==> config.mk <==
export PLATFORM = sky130hd
export DESIGN_NAME = dsi_line_seq
export DESIGN_NICKNAME = d
export VERILOG_FILES = /design/src/rtl/dsi_seq_pkg.sv /design/src/rtl/dsi_vtiming.sv /design/src/rtl/dsi_pkt_engine.sv /design/src/rtl/dsi_lane_pack.sv /design/src/rtl/dsi_line_seq.sv
export SDC_FILE = /design/constraint.sdc
export NUM_CORES = 1
export LEC_CHECK = 0
export BUFFER_PORTS_ARGS = -buffer_cell sky130_fd_sc_hd__buf_2
export CAP_MARGIN = 40
export CORE_UTILIZATION = 50
export CTS_BUF_LIST = sky130_fd_sc_hd__clkbuf_2 sky130_fd_sc_hd__clkbuf_4 sky130_fd_sc_hd__clkbuf_8
export DETAILED_ROUTE_END_ITERATION = 10
export GPL_TIMING_DRIVEN = 0
export PLACE_DENSITY = 0.73
export RECOVER_POWER = 100
export SYNTH_ARGS = -nofsm -noshare
export SYNTH_HDL_FRONTEND = slang
export SYNTH_HIERARCHICAL = 1
export SYNTH_SLANG_ARGS = --single-unit
==> constraint.sdc <==
create_clock -name clk -period 8.7 [get_ports clk]
set_input_delay 0.435 -clock clk [delete_from_list [all_inputs] [get_ports clk]]
set_output_delay 0.435 -clock clk [all_outputs]
set_load 0.01 [all_outputs]
==> src/rtl/dsi_seq_pkg.sv <==
package dsi_seq_pkg;
  typedef enum logic [2:0] {
    SEG_SS  = 3'd0,
    SEG_SA  = 3'd1,
    SEG_SE  = 3'd2,
    SEG_BP  = 3'd3,
    SEG_ACT = 3'd4,
    SEG_FP  = 3'd5
  } seg_e;

  typedef enum logic [1:0] {
    VR_SYNC  = 2'd0,
    VR_BACK  = 2'd1,
    VR_ACT   = 2'd2,
    VR_FRONT = 2'd3
  } vreg_e;

  localparam logic [7:0] DT_VSYNC_ON  = 8'h01;
  localparam logic [7:0] DT_VSYNC_OFF = 8'h11;
  localparam logic [7:0] DT_HSYNC_ON  = 8'h21;
  localparam logic [7:0] DT_HSYNC_OFF = 8'h31;
  localparam logic [7:0] DT_BLANK     = 8'h19;
endpackage

==> src/rtl/dsi_vtiming.sv <==
module dsi_vtiming
  import dsi_seq_pkg::*;
#(
  parameter int HW = 16,
  parameter int VW = 12
) (
  input  logic          clk,
  input  logic          rst_n,
  input  logic          line_done,
  input  logic [HW-1:0] cfg_hsa,
  input  logic [HW-1:0] cfg_hbp,
  input  logic [HW-1:0] cfg_hact,
  input  logic [HW-1:0] cfg_hfp,
  input  logic [VW-1:0] cfg_vsa,
  input  logic [VW-1:0] cfg_vbp,
  input  logic [VW-1:0] cfg_vact,
  input  logic [VW-1:0] cfg_vfp,
  output logic          run,
  output vreg_e         region,
  output logic          frame_first,
  output logic [HW-1:0] sh_hsa,
  output logic [HW-1:0] sh_hbp,
  output logic [HW-1:0] sh_hact,
  output logic [HW-1:0] sh_hfp
);
  logic          loaded_q, loaded_d;
  vreg_e         region_q, region_d;
  logic [VW-1:0] lcnt_q, lcnt_d;
  logic [HW-1:0] hsa_q, hbp_q, hact_q, hfp_q;
  logic [HW-1:0] hsa_d, hbp_d, hact_d, hfp_d;
  logic [VW-1:0] vsa_q, vbp_q, vact_q, vfp_q;
  logic [VW-1:0] vsa_d, vbp_d, vact_d, vfp_d;
  logic [VW-1:0] cur_cnt, span;
  logic          load;

  always_comb begin
    case (region_q)
      VR_SYNC:  cur_cnt = vsa_q;
      VR_BACK:  cur_cnt = vbp_q;
      VR_ACT:   cur_cnt = vact_q;
      default:  cur_cnt = vfp_q;
    endcase
    span = (cur_cnt == '0) ? VW'(1) : cur_cnt;
  end

  always_comb begin
    loaded_d = loaded_q;
    region_d = region_q;
    lcnt_d   = lcnt_q;
    load     = 1'b0;
    if (!loaded_q) begin
      loaded_d = 1'b1;
      load     = 1'b1;
      region_d = VR_SYNC;
      lcnt_d   = '0;
    end else if (line_done) begin
      if (lcnt_q == span - VW'(1)) begin
        lcnt_d = '0;
        case (region_q)
          VR_SYNC:  region_d = VR_BACK;
          VR_BACK:  region_d = VR_ACT;
          VR_ACT:   region_d = VR_FRONT;
          default: begin
            region_d = VR_SYNC;
            load     = 1'b1;
          end
        endcase
      end else begin
        lcnt_d = lcnt_q + VW'(1);
      end
    end
    hsa_d  = load ? cfg_hsa  : hsa_q;
    hbp_d  = load ? cfg_hbp  : hbp_q;
    hact_d = load ? cfg_hact : hact_q;
    hfp_d  = load ? cfg_hfp  : hfp_q;
    vsa_d  = load ? cfg_vsa  : vsa_q;
    vbp_d  = load ? cfg_vbp  : vbp_q;
    vact_d = load ? cfg_vact : vact_q;
    vfp_d  = load ? cfg_vfp  : vfp_q;
  end

  always_ff @(posedge clk or negedge rst_n) begin
    if (!rst_n) begin
      loaded_q <= 1'b0;
      region_q <= VR_SYNC;
      lcnt_q   <= '0;
      hsa_q    <= '0;
      hbp_q    <= '0;
      hact_q   <= '0;
      hfp_q    <= '0;
      vsa_q    <= '0;
      vbp_q    <= '0;
      vact_q   <= '0;
      vfp_q    <= '0;
    end else begin
      loaded_q <= loaded_d;
      region_q <= region_d;
      lcnt_q   <= lcnt_d;
      hsa_q    <= hsa_d;
      hbp_q    <= hbp_d;
      hact_q   <= hact_d;
      hfp_q    <= hfp_d;
      vsa_q    <= vsa_d;
      vbp_q    <= vbp_d;
      vact_q   <= vact_d;
      vfp_q    <= vfp_d;
    end
  end

  assign run         = loaded_q;
  assign region      = region_q;
  assign frame_first = (region_q == VR_SYNC) && (lcnt_q == '0);
  assign sh_hsa      = hsa_q;
  assign sh_hbp      = hbp_q;
  assign sh_hact     = hact_q;
  assign sh_hfp      = hfp_q;
endmodule

==> src/rtl/dsi_pkt_engine.sv <==
module dsi_pkt_engine
  import dsi_seq_pkg::*;
#(
  parameter int         HW     = 16,
  parameter logic [7:0] PIX_DT = 8'h0B
) (
  input  logic          clk,
  input  logic          rst_n,
  input  logic          run,
  input  vreg_e         region,
  input  logic [HW-1:0] hsa,
  input  logic [HW-1:0] hbp,
  input  logic [HW-1:0] hact,
  input  logic [HW-1:0] hfp,
  input  logic [7:0]    pix_data,
  input  logic          pix_valid,
  output logic          pix_ready,
  output logic          byte_vld,
  output logic [7:0]    byte_dat,
  output logic          byte_first,
  output logic          byte_last,
  output logic          underflow
);
  localparam int PW = HW + 1;

  seg_e          seg_q, seg_d;
  logic [PW-1:0] pos_q, pos_d;
  logic          unf_q, unf_d;
  logic [HW-1:0] wc;
  logic [15:0]   wc16;
  logic [PW-1:0] pay_end, plen;
  logic          is_long, at_last, in_pay, act_line, pix_phase, stall, adv;
  logic [7:0]    dt;

  always_comb begin
    is_long = (seg_q != SEG_SS) && (seg_q != SEG_SE);
    case (seg_q)
      SEG_SA:  wc = hsa;
      SEG_BP:  wc = hbp;
      SEG_ACT: wc = hact;
      SEG_FP:  wc = hfp;
      default: wc = '0;
    endcase
    wc16      = 16'(wc);
    pay_end   = {1'b0, wc} + PW'(4);
    plen      = is_long ? (pay_end + PW'(2)) : PW'(4);
    at_last   = (pos_q == plen - PW'(1));
    in_pay    = is_long && (pos_q >= PW'(4)) && (pos_q < pay_end);
    act_line  = (region == VR_ACT);
    pix_phase = run && (seg_q == SEG_ACT) && act_line && in_pay;
    stall     = pix_phase && !pix_valid;
    adv       = run && !stall;
  end

  always_comb begin
    case (seg_q)
      SEG_SS:  dt = (region == VR_SYNC) ? DT_VSYNC_ON  : DT_HSYNC_ON;
      SEG_SE:  dt = (region == VR_SYNC) ? DT_VSYNC_OFF : DT_HSYNC_OFF;
      SEG_ACT: dt = act_line ? PIX_DT : DT_BLANK;
      default: dt = DT_BLANK;
    endcase
    if (pos_q == PW'(0))      byte_dat = dt;
    else if (pos_q == PW'(1)) byte_dat = is_long ? wc16[7:0]  : 8'h00;
    else if (pos_q == PW'(2)) byte_dat = is_long ? wc16[15:8] : 8'h00;
    else if (pix_phase)       byte_dat = pix_data;
    else                      byte_dat = 8'h00;
  end

  always_comb begin
    seg_d = seg_q;
    pos_d = pos_q;
    if (adv) begin
      if (at_last) begin
        pos_d = '0;
        seg_d = (seg_q == SEG_FP) ? SEG_SS : seg_e'(seg_q + 3'd1);
      end else begin
        pos_d = pos_q + PW'(1);
      end
    end
    unf_d = unf_q | stall;
  end

  always_ff @(posedge clk or negedge rst_n) begin
    if (!rst_n) begin
      seg_q <= SEG_SS;
      pos_q <= '0;
      unf_q <= 1'b0;
    end else begin
      seg_q <= seg_d;
      pos_q <= pos_d;
      unf_q <= unf_d;
    end
  end

  assign pix_ready  = pix_phase;
  assign byte_vld   = adv;
  assign byte_first = (seg_q == SEG_SS) && (pos_q == '0);
  assign byte_last  = adv && at_last && (seg_q == SEG_FP);
  assign underflow  = unf_q;
endmodule

==> src/rtl/dsi_lane_pack.sv <==
module dsi_lane_pack #(
  parameter int LANES = 2
) (
  input  logic               clk,
  input  logic               rst_n,
  input  logic               byte_vld,
  input  logic [7:0]         byte_dat,
  input  logic               byte_first,
  input  logic               byte_last,
  input  logic               frame_first,
  output logic               lane_valid,
  output logic [8*LANES-1:0] lane_data,
  output logic [LANES-1:0]   lane_en,
  output logic               lane_sol,
  output logic               lane_sof
);
  localparam int LW = (LANES > 1) ? $clog2(LANES) : 1;

  logic [LW-1:0]      gidx_q, gidx_d;
  logic [7:0]         hold_q [LANES];
  logic [7:0]         hold_d [LANES];
  logic               gsol_q, gsol_d, gsof_q, gsof_d;
  logic               flush, w_sol, w_sof;
  logic [8*LANES-1:0] w_dat;
  logic [LANES-1:0]   w_en;
  logic               v_q;
  logic [8*LANES-1:0] d_q;
  logic [LANES-1:0]   e_q;
  logic               s_q, f_q;

  for (genvar i = 0; i < LANES; i++) begin : g_lane
    always_comb begin
      if (LW'(i) < gidx_q)       w_dat[8*i +: 8] = hold_q[i];
      else if (LW'(i) == gidx_q) w_dat[8*i +: 8] = byte_dat;
      else                       w_dat[8*i +: 8] = 8'h00;
      w_en[i] = (LW'(i) <= gidx_q);
    end
  end

  always_comb begin
    flush  = byte_vld && ((gidx_q == LW'(LANES - 1)) || byte_last);
    w_sol  = (gidx_q == '0) ? byte_first : gsol_q;
    w_sof  = (gidx_q == '0) ? (byte_first && frame_first) : gsof_q;
    gidx_d = gidx_q;
    gsol_d = gsol_q;
    gsof_d = gsof_q;
    for (int i = 0; i < LANES; i++) hold_d[i] = hold_q[i];
    if (byte_vld) begin
      hold_d[gidx_q] = byte_dat;
      gsol_d = w_sol;
      gsof_d = w_sof;
      gidx_d = flush ? '0 : gidx_q + LW'(1);
    end
  end

  always_ff @(posedge clk or negedge rst_n) begin
    if (!rst_n) begin
      gidx_q <= '0;
      gsol_q <= 1'b0;
      gsof_q <= 1'b0;
      for (int i = 0; i < LANES; i++) hold_q[i] <= 8'h00;
      v_q    <= 1'b0;
      d_q    <= '0;
      e_q    <= '0;
      s_q    <= 1'b0;
      f_q    <= 1'b0;
    end else begin
      gidx_q <= gidx_d;
      gsol_q <= gsol_d;
      gsof_q <= gsof_d;
      for (int i = 0; i < LANES; i++) hold_q[i] <= hold_d[i];
      v_q <= flush;
      if (flush) begin
        d_q <= w_dat;
        e_q <= w_en;
        s_q <= w_sol;
        f_q <= w_sof;
      end
    end
  end

  assign lane_valid = v_q;
  assign lane_data  = d_q;
  assign lane_en    = e_q;
  assign lane_sol   = s_q;
  assign lane_sof   = f_q;
endmodule

==> src/rtl/dsi_line_seq.sv <==
module dsi_line_seq
  import dsi_seq_pkg::*;
#(
  parameter int         LANES  = 2,
  parameter int         HW     = 16,
  parameter int         VW     = 12,
  parameter logic [7:0] PIX_DT = 8'h0B
) (
  input  logic               clk,
  input  logic               rst_n,
  input  logic [HW-1:0]      cfg_hsa,
  input  logic [HW-1:0]      cfg_hbp,
  input  logic [HW-1:0]      cfg_hact,
  input  logic [HW-1:0]      cfg_hfp,
  input  logic [VW-1:0]      cfg_vsa,
  input  logic [VW-1:0]      cfg_vbp,
  input  logic [VW-1:0]      cfg_vact,
  input  logic [VW-1:0]      cfg_vfp,
  input  logic [7:0]         pix_data,
  input  logic               pix_valid,
  output logic               pix_ready,
  output logic               lane_valid,
  output logic [8*LANES-1:0] lane_data,
  output logic [LANES-1:0]   lane_en,
  output logic               lane_sol,
  output logic               lane_sof,
  output logic               underflow
);
  logic          run, frame_first;
  vreg_e         region;
  logic [HW-1:0] sh_hsa, sh_hbp, sh_hact, sh_hfp;
  logic          b_vld, b_first, b_last;
  logic [7:0]    b_dat;

  dsi_vtiming #(.HW(HW), .VW(VW)) vtim_i (
    .clk(clk), .rst_n(rst_n), .line_done(b_last),
    .cfg_hsa(cfg_hsa), .cfg_hbp(cfg_hbp), .cfg_hact(cfg_hact), .cfg_hfp(cfg_hfp),
    .cfg_vsa(cfg_vsa), .cfg_vbp(cfg_vbp), .cfg_vact(cfg_vact), .cfg_vfp(cfg_vfp),
    .run(run), .region(region), .frame_first(frame_first),
    .sh_hsa(sh_hsa), .sh_hbp(sh_hbp), .sh_hact(sh_hact), .sh_hfp(sh_hfp)
  );

  dsi_pkt_engine #(.HW(HW), .PIX_DT(PIX_DT)) eng_i (
    .clk(clk), .rst_n(rst_n), .run(run), .region(region),
    .hsa(sh_hsa), .hbp(sh_hbp), .hact(sh_hact), .hfp(sh_hfp),
    .pix_data(pix_data), .pix_valid(pix_valid), .pix_ready(pix_ready),
    .byte_vld(b_vld), .byte_dat(b_dat), .byte_first(b_first), .byte_last(b_last),
    .underflow(underflow)
  );

  dsi_lane_pack #(.LANES(LANES)) pack_i (
    .clk(clk), .rst_n(rst_n), .byte_vld(b_vld), .byte_dat(b_dat),
    .byte_first(b_first), .byte_last(b_last), .frame_first(frame_first),
    .lane_valid(lane_valid), .lane_data(lane_data), .lane_en(lane_en),
    .lane_sol(lane_sol), .lane_sof(lane_sof)
  );
endmodule

==> impl_metrics.yaml, run 1 <==
yosys:
  yosysTopAreaCell: "dfrtp_1"
  synth_xor_area_frac: 0.06240
  synth_warnings: 6
  synth-compound-area-share: 0.1487
  syn_area_um2: 11210
  synth-seq-cells: 180
  synth_top_family_by_area: "simple AND/OR/NAND/NOR gates"
  synthSimpleGateAreaFrac: 0.1604
  synthMuxAreaShare: 0.1504
  syn_area_per_cell_um2: 10.50
  yosys-top-cells-area: "dfrtp_1 (40%), mux2_1 (8.0%), mux2_2 (4.3%)"
  yosysMostFrequentCell: "dfrtp_1"
  synth_fa_ha_area_frac: 0.03572
  ys.flop_type: "dfrtp_1"
  yosys-top-cells-count: "dfrtp_1 (180), nand2_1 (90), mux2_1 (80)"
  yosysTopAreaCellShare: 0.4018
  synth_enable_flop_cells: 0
  syn_nets: 1223
  synthArstFlopShare: 1.000
  synth_seq_area_share: 0.4018
  ys_types: 98
  syn_inst: 1068
pwr:
  irDropWorstVdd_mv: 0.09156
  leakagePower_nw: 5.556
  p_per_area_nw_per_um2: 160.4
  p_total_mw: 2.026
die:
  die_x_um: 151.7
  core_area_um2: 21890
  start_util: 0.5121
  num_rows: 54
  die_h_um: 151.7
  dieArea_um2: 23020
  ios: 146
detailed_routing:
  vias_per_cell: 5.963
  drc_errors: 0
  wl_per_cell_um: 19.15
  drt-total-wl_um: 29300
  drtPass1Iterations: 7
  drtIter0Drc: 651
  ant_nets: 0
  dr_total_vias: 9124
clock_network:
  cts.path.max_buffers: 2
  htreeDepth: 4
  insertion_delay_ns: 0.49
  clockRootBuffer: "clkbuf_8"
  path_clk_slew_ns: 0.13
  numClockSinks: 180
  post_cts_buffers: 0
  cts_inserted_buffers: 17
  cts_tree: "yes"
finish:
  seq_area_um2: 4504
  final_cells: 1530
  num-fill-cells: 1932
  multi_input_area_um2: 6213
  final_nets: 1392
  drive_above_1_share: 0.2112
  area_growth_pct: 12.69
  diodes: 0
hold_path:
  min_from: "cfg_vact[5]"
  hold_path_end: "vtim_i/vact_q[5]$_DFFE_PN0P_"
  hp-class: "in2reg"
  hold-path-cell-count: 2
worst_setup_path:
  critical-path-slowest-cell: "dfrtp_1"
  r2r_slack_ns: 0.65
  cp_max_fo: 10
  cpPeakStageDelay_ns: 0.54
  crit_required_ns: 9.06
  critPathLaunchType: "register"
  reg2reg_depth: 24
  critPathBufInv: 6
  r2r-end: "vtim_i/sh_hact[14]$_DFFE_PN0P_"
  crit_family: "simple AND/OR/NAND/NOR gates"
  cp-end-kind: "register"
  worstPathCellList: "clkbuf_1, and2_0, ha_1, clkbuf_2, nand2_1, o211a_1, nor2_1, ha_1, inv_1, nor4_4, nand4_1, a211oi_2, nand4_1, or4_1, and2_0, or4_1, a21o_1, a221o_1, nor4_2, inv_1, o41ai_4, buf_6, clkbuf_2, mux2_1"
  critical_path_class: "reg2reg"
  r2r_start: "eng_i/seg_q[1]$_DFFE_PN0P_"
  worst_ep_arrival_time_ns: 8.41
place:
  dp_cells: 1498
  dpl.hpwl_um: 22530
  io_buffer_count: 145
  gp_congestion: 0.9416
grt:
  track_usage: 0.2664
  antenna_found_initial: 0
  grt_max_degree: 99
  grt_pass1_wl_um: 46910
  grt_overflow: 0
  grt_pass1_vias: 9108
sta:
  hold_viol_final: 0
  grt_setup_unrepaired: "no"
  max-slew-margin-rel: -1.899
  tightest_slew_ns: 4.349
  finalCriticalPeriod_ns: 8.047
  holdWs_ns: 0.1460
  drv_slew: 192
  fmax_mhz: 124.3
  finalSetupViolCount: 0
  skew_ns: 0.02716
  period_share: 0.9249
flow_run:
  cap_violations: 3
run_status:
  violations: "max-capacitance violations, max-slew violations"
  status: "finished with violations"
==> final cells by class <==
class	count	share of cell area
plain buffers	49	0.01971
clock inverters	15	0.01773
inverters	33	0.009806
repair buffers	151	0.05804
multi-input cells	805	0.4919
well taps	280	0.02773
clock buffers	17	0.01852
flip-flops and latches	180	0.3566
==> through the flow <==
step	setup slack, ns	TNS, ns	util	instance area, um2
CTS	0.1977	0	0.5857	12820
global route	0.1100	0	0.5770	12630
finish	0.6530	0	0.5770	12630
detailed placement	-0.02691	-0.02691	0.5640	12350
floorplan	1.782	0	-	11210
global placement	-0.4330	-36.41	0.5612	12290
==> how the worst max path moves through the flow <==
stage                               start                        endpoint  slack, ns  cells past startpoint
3_5_place_dp   eng_i/seg_q[0]$_DFFE_PN0P_   vtim_i/lcnt_q[11]$_DFFE_PN0P_      -0.03                     30
6_report       eng_i/seg_q[1]$_DFFE_PN0P_  vtim_i/sh_hact[14]$_DFFE_PN0P_       0.65                     24
4_1_cts        eng_i/seg_q[0]$_DFFE_PN0P_   vtim_i/lcnt_q[11]$_DFFE_PN0P_       0.20                     30
5_1_grt        eng_i/seg_q[1]$_DFFE_PN0P_    vtim_i/lcnt_q[4]$_DFFE_PN0P_       0.11                     23
3_3_place_gp   eng_i/seg_q[0]$_DFFE_PN0P_   vtim_i/lcnt_q[11]$_DFFE_PN0P_      -0.43                     30
2_1_floorplan  eng_i/seg_q[0]$_DFFE_PN0P_   vtim_i/lcnt_q[11]$_DFFE_PN0P_       1.78                     30
==> layout by cell type (no fill, tap or decap), types with 12 or more instances in the layout <==
cell	instances
a21oi_1	29
and3_1	12
buf_2	135
clkbuf_1	41
clkbuf_2	13
clkbuf_8	17
dfrtp_1	180
ha_1	32
inv_1	31
mux2_1	87
mux2_2	43
mux2i_1	18
nand2_1	90
nand3_1	45
nand4_1	19
nor2_1	58
nor3_1	13
o211ai_1	16
o21ai_0	32
xnor2_1	44
xor2_1	23
==> layer usage <==
| metal | vias up | track usage | wire [um] |
|---|---|---|---|
| li1 | 4321 | - | - |
| met1 | 4453 | 0.3370 | 12620 |
| met2 | 288 | 0.4559 | 14320 |
| met3 | 62 | 0.03623 | 1381 |
| met4 | 0 | 0.1109 | 982 |
| met5 | - | 0 | 0 |
==> worst register-to-register path, delay by kind of cell (launching register included) <==
| family | cells | cell delay [ns] |
|---|---|---|
| simple gates | 10 | 3.02 |
| compound gates | 5 | 1.67 |
| buf+inv | 6 | 1.64 |
| fa+ha+maj | 2 | 0.68 |
| flops | 1 | 0.54 |
| mux | 1 | 0.37 |
==> where the power goes <==
part           total [mW]  switching, mW  internal (mW)
Combinational       0.445          0.252          0.193
Clock               0.627          0.387          0.240
Sequential          0.953         0.0508          0.902
Total                2.03          0.690           1.34
==> state kept, by name, indices dropped and copies added, names as in the netlist, 2 cells and up <==
register          cells
vtim_i/lcnt_q        12
vtim_i/vbp_q         12
vtim_i/vsa_q         12
vtim_i/sh_hbp        16
pack_i/lane_en        2
vtim_i/sh_hsa        16
vtim_i/sh_hfp        16
eng_i/seg_q           3
vtim_i/sh_hact       16
eng_i/pos_q          17
vtim_i/region         2
pack_i/lane_data     16
vtim_i/vfp_q         12
pack_i/hold_q         8
vtim_i/vact_q        12
==> what timing repair did <==
item	in CTS	in global routing
endpoints found under the setup margin	1	123
endpoints found under the hold margin	82	0
hold buffers	1	0
gates resized for setup	1	5
==> cells by family (layout without fill, tap and decap cells) <==
| family | Yosys count | count (layout) |
|---|---|---|
| mux | 149 | 149 |
| buf+inv | 83 | 265 |
| compound gates | 217 | 217 |
| flops | 180 | 180 |
| simple gates | 334 | 334 |
| fa+ha+maj | 32 | 32 |
| xor+xnor | 72 | 72 |
| other cells | 1 | 1 |
Power figures use the tool's default switching activity.
==> run 2, diff against run 1 <==
--- a/config.mk
+++ b/config.mk
@@ -11,9 +11,8 @@
 export CTS_BUF_LIST = sky130_fd_sc_hd__clkbuf_2 sky130_fd_sc_hd__clkbuf_4 sky130_fd_sc_hd__clkbuf_8
 export DETAILED_ROUTE_END_ITERATION = 10
 export GPL_TIMING_DRIVEN = 0
-export PLACE_DENSITY = 0.73
-export RECOVER_POWER = 100
+export PLACE_DENSITY = 0.75
+export RECOVER_POWER = 25
 export SYNTH_ARGS = -nofsm -noshare
 export SYNTH_HDL_FRONTEND = slang
-export SYNTH_HIERARCHICAL = 1
 export SYNTH_SLANG_ARGS = --single-unit
==> run 2 against run 1 <==
The run ends with design-rule violations, max-capacitance violations, max-slew violations left. Utilization up 0.75 points. Sequential power is 1% higher. Setup slack gained 0.20 ns. First-iteration DRC count increased by 13%. Count of clock-buffer cells in the layout is 1 higher. Cell area up 1.9%. Clock power fell by 3%. Fmax up 2.5%. Die area increased by 1.4%. Combinational power shrank 33%. Critical endpoint is now pack_i.lane_data[8]$_DFFE_PN0P_. Highest routed layer is now met5.
==> impl_metrics.yaml, run 2 <==
pwr:
  p_sw_frac: 0.3178
  pwr-share-seq: 0.516
  leakagePower_nw: 5.569
  power.share.clock: 0.326
  p_per_area_nw_per_um2: 145.5
  p_sw_uw: 595.4
  comb_power_share: 0.158
  p_int_mw: 1.278
  irDropWorstVdd_mv: 0.1015
yosys:
  synth_seq_area_share: 0.3962
  synth_warnings: 0
  yosys-top-cells-count: "dfrtp_1 (180), nand2_1 (101), mux2_1 (93)"
  syn_area_um2: 11370
  synth-seq-cells: 180
  yosys-top-cells-area: "dfrtp_1 (40%), mux2_1 (9.2%), mux2_2 (4.1%)"
  ys.flop_type: "dfrtp_1"
  syn_inst: 1094
  yosysTopAreaCell: "dfrtp_1"
  synthArstFlopShare: 1.000
  yosysMostFrequentCell: "dfrtp_1"
  syn_area_per_cell_um2: 10.39
  syn_nets: 1250
  ys_types: 97
  yosysTopAreaCellShare: 0.3962
  synth_enable_flop_cells: 0
sta:
  grt_setup_unrepaired: "no"
  finalCriticalPeriod_ns: 7.849
  drv_slew: 183
  fmax_mhz: 127.4
  hold_viol_final: 0
  period_share: 0.9022
  skew_ns: 0.02506
  max-slew-margin-rel: -1.177
  finalSetupViolCount: 0
  holdWs_ns: 0.1441
  tightest_slew_ns: 3.266
  finalWorstSetupSlack_ns: 0.8509
  tns_ns: 0
run_status:
  status: "finished with violations"
  violations: "design-rule violations, max-capacitance violations, max-slew violations"
grt:
  grt_max_degree: 123
  grt_pass1_wl_um: 50670
  antenna_found_initial: 6
  grt_overflow: 0
  grt_pass1_vias: 9445
  track_usage: 0.2773
worst_setup_path:
  cp-end-kind: "register"
  r2r_slack_ns: 0.85
  critPathLaunchType: "register"
  worst_ep_arrival_time_ns: 8.25
  critical_path_class: "reg2reg"
  critical-path-slowest-cell: "a211oi_4"
  cpPeakStageDelay_ns: 0.62
  crit_required_ns: 9.10
  cp_max_fo: 10
  cp_common_cell: "clkbuf_1"
place:
  gp_congestion: 0.9690
  dpl.hpwl_um: 24080
  io_buffer_count: 145
  dpl_worst_slack_ns: 0.7683
  dp_cells: 1521
clock_network:
  htreeDepth: 4
  post_cts_buffers: 0
  path_clk_slew_ns: 0.13
  cts.path.max_buffers: 2
  cts_inserted_buffers: 17
  numClockSinks: 180
  cts_tree: "yes"
  insertion_delay_ns: 0.50
  clockRootBuffer: "clkbuf_8"
detailed_routing:
  wl_per_cell_um: 20.10
  ant_nets: 0
  drc_errors: 6
  drtIter0Drc: 733
  vias_per_cell: 6.049
  drtPass1Iterations: 10
  drt-total-wl_um: 31250
  dr_total_vias: 9406
finish:
  num-fill-cells: 1899
  area_growth_pct: 13.26
  final_cells: 1555
  final_nets: 1417
  drive_above_1_share: 0.2049
  largest_reg_flops: 17
  final_common_cell: "dfrtp_1"
  most-common-layout-cells: "dfrtp_1 (180), buf_2 (132), nand2_1 (101)"
  final_util: 0.5846
  largest_register: "eng_i.pos_q"
die:
  start_util: 0.5161
  dieArea_um2: 23340
  ios: 146
  num_rows: 54
  die_h_um: 152.8
  die_x_um: 152.8
  core_area_um2: 22030
flow_run:
  cap_violations: 2
hold_path:
  hp-class: "in2reg"
-- run 2: layer usage --
metal  share of wire  global-route usage
met1            0.44              0.3608
met4           0.028              0.1005
met5          0.0012                   0
met3           0.066             0.05745
met2            0.47              0.4567
-- run 2: power groups by stage --
| stage | registers, mW | logic (mW) | clock network (mW) |
|---|---|---|---|
| floorplan | 0.961 | 0.197 | 0 |
| global placement | 0.978 | 0.283 | 0 |
| detailed placement | 0.981 | 0.299 | 0 |
| CTS | 0.965 | 0.301 | 0.619 |
| global route | 0.976 | 0.329 | 0.648 |
| finish | 0.966 | 0.297 | 0.610 |
-- run 2: area by class of cell --
type	instances	area, um2	area share
timing repair buffer	148	716.9	0.05568
clock buffer	18	247.7	0.01924
tap	280	350.3	0.02721
buffer	57	326.6	0.02536
clock inverter	14	177.7	0.01380
sequential	180	4504	0.3498
multi-input combinational	832	6456	0.5014
antenna	1	2.502	0.0001943
inverter	25	93.84	0.007288
-- run 2: cells by family after synthesis --
| group | share of synthesized area |
|---|---|
| and+or+nand+nor | 0.1803 |
| other | 0.0003299 |
| adders and majority gates | 0.03632 |
| DFF | 0.3962 |
| buffers and inverters | 0.03698 |
| xor gates and xnor gates | 0.06703 |
| AOI/OAI and AO/OA | 0.1401 |
| muxes | 0.1427 |
-- run 2: repair_timing --
| item | in CTS | in global routing |
|---|---|---|
| setup endpoints to repair | 0 | 6 |
| gates resized for setup | 0 | 1 |
| hold buffers | 1 | 0 |
| hold endpoints to repair | 58 | 0 |
-- run 2: worst max-delay path: cells and delay by family (launching register included) --
kind	cells	cell delay, ns
buffers and inverters	10	2.73
AND/OR/NAND/NOR	11	2.52
AO/OA/AOI/OAI	4	1.43
adder cells (fa/ha/maj)	3	0.67
flip-flops	1	0.39
-- run 2: final timing paths --
path                                                         to                       start  depth (start not counted)
worst max-delay path            pack_i.lane_data[8]$_DFFE_PN0P_  eng_i.seg_q[2]$_DFFE_PN0P_                         28
worst min-delay path               vtim_i.vfp_q[11]$_DFFE_PN0P_                 cfg_vfp[11]                          2
worst max register to register  pack_i.lane_data[8]$_DFFE_PN0P_  eng_i.seg_q[2]$_DFFE_PN0P_                         28
worst min register to register        eng_i.underflow$_DFF_PN0_   eng_i.underflow$_DFF_PN0_                          1
max in group asynchronous          vtim_i.vact_q[8]$_DFFE_PN0P_                       rst_n                          3
min in group asynchronous          vtim_i.sh_hfp[4]$_DFFE_PN0P_                       rst_n                          2
-- run 2: metrics by stage --
stage	area, um2	power [mW]
finish	12880	1.874
global route	12870	1.954
CTS	12930	1.886
detailed placement	12490	1.281
global placement	12440	1.261
floorplan	11370	1.158
